$ cat src/rtl/txring_pkg.sv
package txring_pkg;
  localparam int R_BIT = 31;
  localparam int W_BIT = 29;
  localparam int L_BIT = 27;

  typedef enum logic [1:0] {
    TAG_DATA = 2'd0,
    TAG_LAST = 2'd1,
    TAG_CTRL = 2'd2
  } tag_e;

  typedef enum logic [2:0] {
    S_IDLE, S_D0, S_D1, S_BUF, S_PUSH, S_WB, S_CTRL
  } st_e;
endpackage

$ cat src/rtl/txring_kick_track.sv
module txring_kick_track (
  input  logic clk,
  input  logic rst,
  input  logic kick,
  input  logic engine_idle,
  input  logic consume,
  output logic pend
);
  always_ff @(posedge clk) begin
    if (rst) pend <= 1'b0;
    else if (engine_idle) pend <= 1'b0;
    else pend <= kick | (pend & ~consume);
  end


  pend_src_chk: assert property (@(posedge clk) disable iff (rst)
    $rose(pend) |-> $past(kick));
endmodule

$ cat src/rtl/txring_ring_ptr.sv
module txring_ring_ptr #(
  parameter int AW   = 32,
  parameter int STEP = 8
) (
  input  logic          clk,
  input  logic          rst,
  input  logic          base_wr,
  input  logic [AW-1:0] base_in,
  input  logic          adv,
  input  logic          wrap,
  output logic [AW-1:0] cur
);
  localparam logic [AW-1:0] ALIGN_MASK = ~AW'(3);
  logic [AW-1:0] base;

  always_ff @(posedge clk) begin
    if (rst) begin
      base <= '0;
      cur  <= '0;
    end else if (base_wr) begin
      base <= base_in & ALIGN_MASK;
      cur  <= base_in & ALIGN_MASK;
    end else if (adv) begin
      cur <= wrap ? base : cur + AW'(STEP);
    end
  end


  wrap_to_base_chk: assert property (@(posedge clk) disable iff (rst)
    adv && wrap && !base_wr |=> cur == $past(base));
endmodule

$ cat src/rtl/txring_walker.sv
module txring_walker
  import txring_pkg::*;
#(
  parameter int AW    = 32,
  parameter int DW    = 32,
  parameter int LEN_W = 16
) (
  input  logic          clk,
  input  logic          rst,
  input  logic          reg_wr,
  input  logic          reg_sel,
  input  logic [DW-1:0] reg_wdata,
  output logic          mem_req,
  output logic          mem_we,
  output logic [AW-1:0] mem_addr,
  output logic [DW-1:0] mem_wdata,
  input  logic          mem_ack,
  input  logic [DW-1:0] mem_rdata,
  output logic          fifo_push,
  output logic [1:0]    fifo_tag,
  output logic [DW-1:0] fifo_data,
  input  logic          fifo_full
);
  localparam int CNT_W = LEN_W - 1;
  localparam int WORD_BYTES = DW / 8;
  localparam logic [DW-1:0] OWN_MASK = ~(DW'(1) << R_BIT);

  st_e             st;
  logic [DW-1:0]   d0;
  logic [AW-1:0]   bufp;
  logic [CNT_W-1:0] left;
  logic [DW-1:0]   word;
  logic            seen_zero;
  logic            pend, adv, consume, kick, base_wr;
  logic [AW-1:0]   cur;
  logic [LEN_W:0]  len_up;

  assign kick    = reg_wr & reg_sel;
  assign base_wr = reg_wr & ~reg_sel;
  assign len_up  = {1'b0, d0[LEN_W-1:0]} + (LEN_W+1)'(3);

  always_comb begin
    adv = 1'b0;
    consume = 1'b0;
    if (st == S_WB && mem_req && mem_ack && !d0[L_BIT]) adv = 1'b1;
    if (st == S_CTRL && !fifo_full) adv = 1'b1;
    if (st == S_D0 && mem_req && mem_ack && !mem_rdata[R_BIT] && seen_zero && pend)
      consume = 1'b1;
  end

  txring_kick_track i_kick (
    .clk(clk), .rst(rst), .kick(kick), .engine_idle(st == S_IDLE),
    .consume(consume), .pend(pend)
  );

  txring_ring_ptr #(.AW(AW), .STEP(2 * WORD_BYTES)) i_ptr (
    .clk(clk), .rst(rst), .base_wr(base_wr), .base_in(reg_wdata[AW-1:0]),
    .adv(adv), .wrap(d0[W_BIT]), .cur(cur)
  );

  always_ff @(posedge clk) begin
    if (rst) begin
      st        <= S_IDLE;
      mem_req   <= 1'b0;
      mem_we    <= 1'b0;
      mem_addr  <= '0;
      mem_wdata <= '0;
      fifo_push <= 1'b0;
      fifo_tag  <= TAG_DATA;
      fifo_data <= '0;
      d0        <= '0;
      bufp      <= '0;
      left      <= '0;
      word      <= '0;
      seen_zero <= 1'b0;
    end else begin
      fifo_push <= 1'b0;
      case (st)
        S_IDLE: if (kick || pend) begin
          st        <= S_D0;
          seen_zero <= 1'b0;
        end
        S_D0: if (!mem_req) begin
          mem_req  <= 1'b1;
          mem_we   <= 1'b0;
          mem_addr <= cur;
        end else if (mem_ack) begin
          mem_req <= 1'b0;
          d0      <= mem_rdata;
          if (mem_rdata[R_BIT]) begin
            seen_zero <= 1'b0;
            st        <= S_D1;
          end else if (!seen_zero) begin
            seen_zero <= 1'b1;
          end else if (!pend) begin
            st <= S_IDLE;
          end
        end
        S_D1: if (!mem_req) begin
          mem_req  <= 1'b1;
          mem_we   <= 1'b0;
          mem_addr <= cur + AW'(WORD_BYTES);
        end else if (mem_ack) begin
          mem_req <= 1'b0;
          bufp    <= mem_rdata[AW-1:0] & ~AW'(3);
          left    <= len_up[LEN_W:2];
          st      <= (d0[LEN_W-1:0] == '0) ? S_WB : S_BUF;
        end
        S_BUF: if (!mem_req) begin
          mem_req  <= 1'b1;
          mem_we   <= 1'b0;
          mem_addr <= bufp;
        end else if (mem_ack) begin
          mem_req <= 1'b0;
          word    <= mem_rdata;
          st      <= S_PUSH;
        end
        S_PUSH: if (!fifo_full) begin
          fifo_push <= 1'b1;
          fifo_data <= word;
          fifo_tag  <= (left == CNT_W'(1) && d0[L_BIT]) ? TAG_LAST : TAG_DATA;
          bufp      <= bufp + AW'(WORD_BYTES);
          left      <= left - CNT_W'(1);
          st        <= (left == CNT_W'(1)) ? S_WB : S_BUF;
        end
        S_WB: if (!mem_req) begin
          mem_req   <= 1'b1;
          mem_we    <= 1'b1;
          mem_addr  <= cur;
          mem_wdata <= d0 & OWN_MASK;
        end else if (mem_ack) begin
          mem_req <= 1'b0;
          mem_we  <= 1'b0;
          st      <= d0[L_BIT] ? S_CTRL : S_D0;
        end
        S_CTRL: if (!fifo_full) begin
          fifo_push <= 1'b1;
          fifo_data <= d0;
          fifo_tag  <= TAG_CTRL;
          st        <= S_D0;
        end
        default: st <= S_IDLE;
      endcase
    end
  end


  req_hold_chk: assert property (@(posedge clk) disable iff (rst)
    mem_req && !mem_ack |=> mem_req && $stable(mem_addr) && $stable(mem_we) && $stable(mem_wdata));

  addr_align_chk: assert property (@(posedge clk) disable iff (rst)
    mem_req |-> mem_addr[1:0] == 2'b00);

  wb_clear_chk: assert property (@(posedge clk) disable iff (rst)
    mem_req && mem_we |-> !mem_wdata[R_BIT]);

  push_full_chk: assert property (@(posedge clk) disable iff (rst)
    fifo_push |-> !$past(fifo_full));

  ctrl_owned_chk: assert property (@(posedge clk) disable iff (rst)
    fifo_push && fifo_tag == TAG_CTRL |-> fifo_data[R_BIT]);
endmodule

$ cat config.mk
export PLATFORM = sky130hd
export DESIGN_NAME = txring_walker
export DESIGN_NICKNAME = d
export VERILOG_FILES = /design/src/rtl/txring_pkg.sv /design/src/rtl/txring_kick_track.sv /design/src/rtl/txring_ring_ptr.sv /design/src/rtl/txring_walker.sv
export SDC_FILE = /design/constraint.sdc
export NUM_CORES = 1
export LEC_CHECK = 0
export ABC_CLOCK_PERIOD_IN_PS = 3500
export BUFFER_PORTS_ARGS = -buffer_cell sky130_fd_sc_hd__buf_4
export CORE_MARGIN = 2
export CORE_UTILIZATION = 59
export CTS_CLUSTER_DIAMETER = 100
export CTS_CLUSTER_SIZE = 14
export DETAILED_ROUTE_END_ITERATION = 8
export PLACE_DENSITY = 0.79
export SYNTH_ARGS = -nofsm -noshare
export SYNTH_HDL_FRONTEND = slang
export SYNTH_HIERARCHICAL = 1
export SYNTH_SLANG_ARGS = --single-unit
$ cat constraint.sdc
create_clock -name clk -period 3.5 [get_ports clk]
set_input_delay 0 -clock clk [delete_from_list [all_inputs] [get_ports clk]]
set_output_delay 0 -clock clk [all_outputs]
set_load 0.02 [all_outputs]
==> flow_summary.toml <==
[layout]
fin_nets = 2027
post-route-cell-area_sq_mm = 0.01667
area_delta_synth_final_pct = 19.51
register_area_sq_mm = 0.005525
fill_cells = 1851
post_route_cells_drive_above_1_share_pct = 14.29
multi_input_gate_area_sq_mm = 0.007717
antenna_cells_inserted = 0

[placement]
gp_congestion = 0.9285
numPortBuffers = 167
instance_area_at_placement_sq_mm = 0.01535
detailed_place_hpwl_microns = 29570

[sta]
finalSetupViolations = 0
fin_worst_hold_slack_ns = 0.1171
final-hold-violation-count = 0
timing_max_transition_violations_final = 0
sum_of_negative_setup_slack_ns = 0
timing_worst_slew_pin_value_ns = 0.9909
post-route-min-period_ns = 2.964
maximum_clock_frequency_mhz = 337.4
timing.max_slew.rel_slack_pct = 33.70
fin_skew_ns = 0.01069
period_share_pct = 84.67
grt_setup_unrepaired = "false"

[detailed_routing]
drt_pre_antenna_iters = 5
detail_route.drc_violations = 0
vias_per_cell = 6.380
dr.first_iter.drc_count = 1732
vias = 14488
maxUsedRoutingLayer = "met4"
drtAntennaViolNets = 0
route.met2.wl_microns = 20800
detail_route.wl_per_cell_microns = 19.80
totalWireLength_microns = 44970
wl_met1_microns = 18650
met3_layer_wire_length_in_the_routed_design_microns = 4291

[die]
fp-row-count = 56
die_outline_area_sq_mm = 0.02489
top_level_ports = 171
die_h_microns = 157.8
start_util_pct = 59.79
core-area_sq_mm = 0.02333
chipWidth_microns = 157.8

[clock_tree]
clock_tree_from_tritoncts = "built"
h_tree_levels = 1
clockBufferDepth = 3
tritoncts_num_sinks = 276
post_cts_buffers = 0
clkTransAtPathRegs_ns = 0.07
worst_skew_pair.late_latency_ns = 0.53
cts_root_buffer = "sky130_fd_sc_hd__clkbuf_16"
cts_buf_count = 23

[synth]
synth_top_flop_cell = "sky130_fd_sc_hd__dfxtp_1"
synthesized_instance_count = 1800
synth_top_cell_area_share_pct = 39.61
synth_cell_types = 86
synth_edf_count = 0
net_count_of_the_mapped_netlist = 1875
synthDominantAreaCellType = "sky130_fd_sc_hd__dfxtp_1"
post_synth.cell_area_avg_sq_um = 7.750
most_used_standard_cells_in_the_synthesized_netlist = "sky130_fd_sc_hd__nand2_1, sky130_fd_sc_hd__dfxtp_1, sky130_fd_sc_hd__a21oi_1, sky130_fd_sc_hd__nor2_1, sky130_fd_sc_hd__clkbuf_1"
synthMostInstantiatedCell = "sky130_fd_sc_hd__nand2_1"
synthTopCellsByArea = "sky130_fd_sc_hd__dfxtp_1, sky130_fd_sc_hd__nand2_1, sky130_fd_sc_hd__a21oi_1, sky130_fd_sc_hd__nor2_1, sky130_fd_sc_hd__mux2i_1"
share_of_flip_flops_with_an_asynchronous_set_or_reset_pct = 0
yosys_warnings = 6
post_synth_instance_area_sq_mm = 0.01395
seq_area_frac_synth_pct = 39.61
synth-seq-cells = 276

[power_and_ir_drop]
share_clk_of_total_power_pct = 31.5
internal_power_mw = 5.240
pwr-share-seq_pct = 46.3
power.total_mw = 7.604
pwr_density_cell_mw_per_mm2 = 456.1
combPwrFrac_pct = 22.1
p_sw_share_pct = 31.09
leakagePower_nw = 5.993
peakVddDrop_mv = 0.2880
switching_power_mw = 2.364

[grt]
grt_pass1_vias = 13270
globalRouteTotalUtil_pct = 35.07
grt_max_degree = 123
grt_pass1_wl_microns = 70170
gr-total-overflow = 0
initial_antenna_violation_count = 0

[setup_path]
worstPathMaxFanout = 16
crit_path_start_kind = "flop"
critPathCaptureType = "flop"
timing.critical_path.arrival_ns = 3.34
timing.setup.critical_path_class = "flop to flop"
cp_data_required_time_ns = 3.88

[run]
max_cap_viol_count = 0

[status]
result_of_the_run = "completed"

[hold_path]
min-delay-path-class = "primary input to flop"
-- final cells by class --
type	count	area share, %
Clock inverter	2	0.2326
Multi-Input combinational cell	1345	46.29
Sequential cell	276	33.14
Inverter	24	0.5403
Clock buffer	23	3.452
Timing Repair Buffer	282	13.95
Tap cell	319	2.394
-- cells by family (layout without fill, tap and decap cells) --
logic type	count (synthesis)	after routing	share of synthesized area (%)
simple gates	754	754	25.99
flops	276	276	39.61
compound gates	504	504	23.13
buf+inv	179	331	5.336
mux	41	41	2.951
fa+ha+maj	5	5	0.4484
other cells	1	1	0.02688
xor+xnor	40	40	2.511
-- power groups by stage --
| stage | clock network (mW) | logic, mW | registers (mW) |
|---|---|---|---|
| after global routing | 2.52 | 1.83 | 3.54 |
| after floorplan | 0 | 0.887 | 3.70 |
| after global placement | 0 | 1.57 | 3.58 |
| after detailed placement | 0 | 1.59 | 3.59 |
| final | 2.40 | 1.68 | 3.52 |
| after CTS | 2.41 | 1.66 | 3.52 |
-- worst max-delay path, cell delays in order, from the launching register on --
cell and delay, ns:
sky130_fd_sc_hd__dfxtp_1 0.57, sky130_fd_sc_hd__nand2_1 0.28, sky130_fd_sc_hd__nor3_1 0.24, sky130_fd_sc_hd__o21a_1 0.59
sky130_fd_sc_hd__inv_1 0.41, sky130_fd_sc_hd__or3_1 0.45, sky130_fd_sc_hd__o21ai_0 0.08, sky130_fd_sc_hd__o21a_1 0.14
sky130_fd_sc_hd__nor3_1 0.04
-- layout by cell type, fill, tap and decap left out, drive strengths merged, types with 16 or more instances in the layout --
cell	instances
a211oi	47
a21oi	198
a221oi	20
a22oi	18
a311oi	16
and3	23
buf	210
clkbuf	24
dfxtp	276
dlygate4sd3	71
inv	24
mux2i	40
nand2	326
nand3	71
nand4	34
nor2	154
nor3	46
nor4	28
o21ai	75
xnor2	18
xor2	22
-- final timing paths --
check                from  slack, ns  depth (start not counted)             to
max reg2reg       mem_req       0.54                          8  i_ptr/cur[20]
min reg2reg  mem_wdata[5]       0.45                          2   mem_wdata[5]
max               mem_req       0.54                          8  i_ptr/cur[20]
min                   rst       0.12                          2   i_ptr/cur[3]
-- layer usage --
| metal | vias up | GRT usage (%) |
|---|---|---|
| met3 | 87 | 4.900 |
| met2 | 767 | 56.46 |
| met4 | 0 | 10.82 |
| met5 | - | 0 |
| met1 | 6889 | 48.80 |
| li1 | 6745 | - |
-- state kept, by name (all words and copies together) (netlist names) --
register / count
d0: 32
fifo_data: 32
i_ptr/cur: 32
mem_addr: 32
word: 32
mem_wdata: 31
bufp: 30
i_ptr/base: 30
left: 15
st: 3
fifo_tag: 2
fifo_push: 1
i_kick/pend: 1
mem_req: 1
mem_we: 1
seen_zero: 1
-- what timing repair did --
| action | in CTS | in global routing |
|---|---|---|
| endpoints found under the hold margin | 158 | 0 |
| resized for setup | 0 | 0 |
| hold buffers | 71 | 0 |
-- through the flow --
stage	utilization (%)	instances	worst slack (ns)
after floorplan	-	1800	1.047
after global placement	65.78	2175	0.7277
after detailed placement	65.78	2175	0.5992
after CTS	71.46	2271	0.5499
after global routing	71.46	2271	0.2899
final	71.46	2271	0.5364
(Power assumes the default switching activity.)
